File: src/rtl/lfsr_tc_pkg.sv
package lfsr_tc_pkg;

  // Strobes from control to the datapath register
  typedef struct packed {
    logic load;   // force the register back to the seed
    logic step;   // advance one position in the sequence
  } ctrlStrobes_t;

endpackage

File: src/rtl/lfsr_tc_datapath.sv
module lfsr_tc_datapath
  import lfsr_tc_pkg::*;
#(
  parameter int unsigned WIDTH       = 7,
  parameter int unsigned TAP_HI      = 7,
  parameter int unsigned TAP_LO      = 6,
  parameter bit          FULL_PERIOD = 1'b0,
  parameter logic [WIDTH-1:0] SEED       = 7'h01,
  parameter logic [WIDTH-1:0] TERM_STATE = 7'h40
) (
  input  logic         clk,
  input  logic         rst,
  input  ctrlStrobes_t strb,
  output logic         atTerm
);

  localparam int unsigned HI_IDX = TAP_HI - 1;
  localparam int unsigned LO_IDX = TAP_LO - 1;

  logic [WIDTH-1:0] state;
  logic [WIDTH-1:0] nextState;
  logic             tapXor;
  logic             zeroFill;

  assign tapXor = state[HI_IDX] ^ state[LO_IDX];

  generate
    if (FULL_PERIOD) begin : g_full
      // Insert the all-zero state: flip feedback when all but the top bit are clear
      assign zeroFill = ~|state[WIDTH-2:0];
    end else begin : g_plain
      assign zeroFill = 1'b0;


      plain_nonzero_chk: assert property (@(posedge clk) disable iff (rst)
        state != '0)
        else $error("plain sequence entered the all-zero state");
    end
  endgenerate

  assign nextState = {state[WIDTH-2:0], tapXor ^ zeroFill};

  always_ff @(posedge clk) begin
    if (rst || strb.load) begin
      state <= SEED;
    end else if (strb.step) begin
      state <= nextState;
    end
  end

  assign atTerm = (state == TERM_STATE);


  idle_hold_chk: assert property (@(posedge clk) disable iff (rst)
    (!strb.load && !strb.step) |=> $stable(state))
    else $error("register moved without a strobe");


  load_seed_chk: assert property (@(posedge clk) disable iff (rst)
    strb.load |=> (state == SEED))
    else $error("load did not restore the seed");

endmodule

File: src/rtl/lfsr_tc_ctrl.sv
module lfsr_tc_ctrl
  import lfsr_tc_pkg::*;
#(
  parameter bit TERM_IS_SEED = 1'b0
) (
  input  logic         clk,
  input  logic         rst,
  input  logic         enable,
  input  logic         reload,
  input  logic         wrapMode,
  input  logic         atTerm,
  output ctrlStrobes_t strb,
  output logic         tcPulse
);

  logic halted;
  logic live;
  logic termEvent;

  assign live      = enable && !reload && !halted;
  assign termEvent = live && atTerm;

  always_comb begin
    strb.load = reload || (termEvent && wrapMode);
    strb.step = live && !atTerm;
  end

  always_ff @(posedge clk) begin
    if (rst) begin
      halted  <= 1'b0;
      tcPulse <= 1'b0;
    end else begin
      tcPulse <= termEvent;
      if (reload) begin
        halted <= 1'b0;
      end else if (termEvent && !wrapMode) begin
        halted <= 1'b1;
      end
    end
  end


  reload_quiet_chk: assert property (@(posedge clk) disable iff (rst)
    reload |=> !tcPulse)
    else $error("pulse right after reload");


  halt_sticky_chk: assert property (@(posedge clk) disable iff (rst)
    (halted && !reload) |=> (halted && !tcPulse))
    else $error("halt released without reload");


  pulse_width_chk: assert property (@(posedge clk) disable iff (rst)
    (tcPulse && !TERM_IS_SEED) |=> !tcPulse)
    else $error("pulse wider than one cycle");

endmodule

File: src/rtl/lfsr_tc_timer.sv
module lfsr_tc_timer
  import lfsr_tc_pkg::*;
#(
  parameter int unsigned WIDTH       = 7,
  parameter int unsigned TAP_HI      = 7,
  parameter int unsigned TAP_LO      = 6,
  parameter bit          FULL_PERIOD = 1'b0,
  parameter logic [WIDTH-1:0] SEED       = 7'h01,
  parameter logic [WIDTH-1:0] TERM_STATE = 7'h40
) (
  input  logic clk,
  input  logic rst,
  input  logic enable,
  input  logic reload,
  input  logic wrapMode,
  output logic tcPulse
);

  localparam bit TERM_IS_SEED = (TERM_STATE == SEED);

  ctrlStrobes_t strb;
  logic         atTerm;

  lfsr_tc_datapath #(
    .WIDTH(WIDTH), .TAP_HI(TAP_HI), .TAP_LO(TAP_LO),
    .FULL_PERIOD(FULL_PERIOD), .SEED(SEED), .TERM_STATE(TERM_STATE)
  ) i_datapath (
    .clk(clk), .rst(rst), .strb(strb), .atTerm(atTerm)
  );

  lfsr_tc_ctrl #(
    .TERM_IS_SEED(TERM_IS_SEED)
  ) i_ctrl (
    .clk(clk), .rst(rst), .enable(enable), .reload(reload),
    .wrapMode(wrapMode), .atTerm(atTerm), .strb(strb), .tcPulse(tcPulse)
  );

endmodule

File: config.mk
export PLATFORM = sky130hd
export DESIGN_NAME = lfsr_tc_timer
export DESIGN_NICKNAME = d
export VERILOG_FILES = /design/src/rtl/lfsr_tc_pkg.sv /design/src/rtl/lfsr_tc_datapath.sv /design/src/rtl/lfsr_tc_ctrl.sv /design/src/rtl/lfsr_tc_timer.sv
export SDC_FILE = /design/constraint.sdc
export NUM_CORES = 1
export LEC_CHECK = 0
export ABC_AREA = 1
export BUFFER_PORTS_ARGS = -buffer_cell sky130_fd_sc_hd__buf_2
export CAP_MARGIN = 0
export CORE_AREA = 2 2 39 41
export CTS_CLUSTER_SIZE = 24
export DETAILED_ROUTE_END_ITERATION = 10
export DIE_AREA = 0 0 41 43
export GPL_TIMING_DRIVEN = 0
export HOLD_SLACK_MARGIN = 0.12
export PLACE_DENSITY_LB_ADDON = 0.15
export REMOVE_ABC_BUFFERS = 1
export SYNTH_ARGS = -nofsm -noshare
export SYNTH_HDL_FRONTEND = slang
export SYNTH_SLANG_ARGS = --single-unit
File: constraint.sdc
create_clock -name clk -period 2.1 [get_ports clk]
set_input_delay 0.105 -clock clk [delete_from_list [all_inputs] [get_ports clk]]
set_output_delay 0.105 -clock clk [all_outputs]
set_load 0.1 [all_outputs]
==> impl_metrics.sql <==
INSERT INTO impl_metrics (metric_group, metric, value, unit) VALUES
('floorplan', 'number_of_i_o_pins', '6', ''),
('floorplan', 'die_width', '41', 'um'),
('synth', 'synthCells', '62', ''),
('pwr', 'p_leak', '0.203', 'nW'),
('sta', 'timing.final.max_slew_violations', '0', ''),
('floorplan', 'die_y', '43', 'um'),
('pwr', 'worst_ir_drop_vdd', '0.314', 'mV'),
('drt', 'vias_after_detailed_routing', '404', ''),
('final_layout', 'relative_area_change_from_synthesis_to_final_layout', '16.1', '%'),
('synth', 'synth-edff-count', '0', ''),
('run_status', 'status', 'complete, no violations', ''),
('synth', 'synth.yosys.seq_area_share', '0.374', ''),
('global_route', 'antenna_found_initial', '0', ''),
('floorplan', 'core-area', '1380', 'um2'),
('critical_path', 'timing_startpoint_of_the_critical_path', 'i_datapath.state[5]$_SDFFE_PP0P_', ''),
('global_route', 'wire_length_of_the_first_global_routing_pass', '1.51', 'mm'),
('sta', 'holdWs', '131', 'ps'),
('hold_path', 'holdCritPathClass', 'input port to register', ''),
('place', 'hpwlAfterDp', '606', 'um'),
('global_route', 'grt_util_met2', '0.175', ''),
('global_route', 'largest_net_degree_at_the_start_of_global_routing', '12', ''),
('clocking', 'clock-sinks', '9', ''),
('sta', 'timing.fmax', '0.675', 'GHz'),
('pwr', 'total_power', '0.337', 'mW'),
('clocking', 'clock_insertion_delay_worst_skew', '260', 'ps'),
('synth', 'syn_area_per_cell', '7.77', 'um2'),
('place', 'post-place-cells', '82', ''),
('sta', 'layout_worst_path_cycle_share', '0.706', ''),
('floorplan', 'rows', '14', ''),
('clocking', 'clk_root_buffer_cell', 'clkbuf_4', ''),
('global_route', 'groute.layer.met1.usage', '0.172', ''),
('final_layout', 'layout.nets', '78', ''),
('sta', 'tightestPinTransition', '531', 'ps'),
('synth', 'synth_area_leaders', 'dfxtp_1 (37%), nand2_1 (12%), a21oi_2 (9.1%)', ''),
('critical_path', 'r2r_setup_slack', '620', 'ps'),
('global_route', 'grt-ovfl-total', '0', ''),
('global_route', 'grt_use_met3', '0.0471', ''),
('synth', 'synth-main-ff-cell', 'dfxtp_1', ''),
('critical_path', 'ff_to_ff_path_depth', '6', ''),
('final_layout', 'finalNonFillerCells', '88', ''),
('synth', 'synth_async_sr_flop_share', '0', ''),
('critical_path', 'timing.setup.critical_path_class', 'register to register', ''),
('drt', 'route.detailed.wl_per_inst', '9.49', 'um'),
('critical_path', 'critPathMaxFanout', '8', ''),
('synth', 'yosys-top-cells-count', 'nand2_1 (15), dfxtp_1 (9), inv_1 (8)', ''),
('critical_path', 'critical_r2r_capture', 'i_ctrl.tcPulse$_SDFF_PP0_', ''),
('final_layout', 'antenna-diode-count', '0', ''),
('final_layout', 'drive_gt1_frac', '0.292', ''),
('synth', 'synth_top_cell_by_area', 'dfxtp_1', ''),
('global_route', 'gr-usage-all-layers', '0.134', ''),
('synth', 'ys_types', '16', ''),
('synth', 'yosys_synthesis_warning_count', '0', ''),
('drt', 'viasPerCell', '4.59', ''),
('place', 'place.gp.congestion', '0.713', ''),
('critical_path', 'critical_path.startpoint_type', 'register', ''),
('final_layout', 'post-route-util', '0.404', ''),
('clocking', 'post-cts-setup-buffers', '0', ''),
('drt', 'drt_iter0_markers', '5', ''),
('clocking', 'clkTransAtPathRegs', '60', 'ps'),
('clocking', 'tritoncts', 'built', ''),
('critical_path', 'critPathCaptureType', 'register', ''),
('critical_path', 'reg2reg_from', 'i_datapath.state[5]$_SDFFE_PP0P_', ''),
('critical_path', 'crit_required', '2310', 'ps'),
('sta', 'slew_headroom', '0.646', ''),
('synth', 'total_standard_cell_area_after_synthesis', '482', 'um2'),
('drt', 'postRouteAntennaNets', '0', ''),
('job', 'max_cap_violations', '0', ''),
('synth', 'most_repeated_cell_in_the_gate_level_netlist_after_synthesis', 'nand2_1', ''),
('drt', 'drc_markers', '0', ''),
('floorplan', 'start_util', '0.348', ''),
('global_route', 'grt.busiest_layer', 'met2', '');
worst min-delay path by stage:
stage	to	cells after the start	from
2_1_floorplan	i_ctrl.tcPulse$_SDFF_PP0_	1	rst
3_3_place_gp	i_ctrl.tcPulse$_SDFF_PP0_	2	rst
3_5_place_dp	i_ctrl.tcPulse$_SDFF_PP0_	2	rst
4_1_cts	i_ctrl.halted$_SDFFE_PP0P_	3	wrapMode
5_1_grt	i_ctrl.halted$_SDFFE_PP0P_	3	wrapMode
6_report	i_ctrl.halted$_SDFFE_PP0P_	3	wrapMode
cell usage in the layout, fill, tap and decap left out:
cell type / n
nor2_4: 1
dlygate4sd3_1: 2
clkbuf_1: 1
nor2_2: 3
xnor2_1: 1
a21oi_2: 5
buf_2: 5
nand3_2: 1
nand3b_1: 1
inv_1: 8
nor4_1: 1
a21boi_1: 1
clkbuf_4: 3
nand2_1: 15
o21ai_0: 1
dfxtp_1: 9
nand2_4: 3
nor2_1: 5
nand3_1: 6
kinds of logic after synthesis:
family / share of synthesized area
buf+inv: 0.0909
flops: 0.374
compound gates: 0.117
simple gates: 0.400
xor+xnor: 0.0182
flip-flops by register name, summed over array words and instances (netlist names):
name              count
i_datapath.state      7
i_ctrl.halted         1
i_ctrl.tcPulse        1
area by class of cell:
type / count / area, um2
timing repair buffer: 7 / 45.0
sequential: 9 / 180
inverter: 8 / 30.0
clock buffer: 4 / 26.3
tap: 16 / 20.0
fill: 154 / 825
multi-input combinational: 44 / 258
layer usage:
layer / vias up / share of wire
met5: - / 0
met4: 0 / 0.026
met3: 4 / 0.063
met2: 10 / 0.43
met1: 173 / 0.47
li1: 217 / -
metrics by stage:
step           setup WS [ps]  cell area, um2
4_1_cts                  591             559
3_3_place_gp             872             513
5_1_grt                  501             559
3_5_place_dp             867             513
6_report                 618             559
2_1_floorplan           1040             468
worst max-delay path, cell delays in order (launching register included):
cell           delay (ps)
dfxtp_1               350
inv_1                  70
nand2_1                70
nor2_4                130
nand2_4                90
nor4_1                150
dlygate4sd3_1         570
repair_timing:
action,4_1_cts,5_1_grt
hold endpoints to repair,1,0
hold buffers,2,0
gates resized for setup,0,0
setup endpoints to repair,0,0
power breakdown:
group	internal, mW	switching, mW	total (mW)
Sequential	0.173	0.00189	0.175
Clock	0.0733	0.0610	0.134
Combinational	0.0109	0.0169	0.0278
Power figures use the tool's default switching activity.
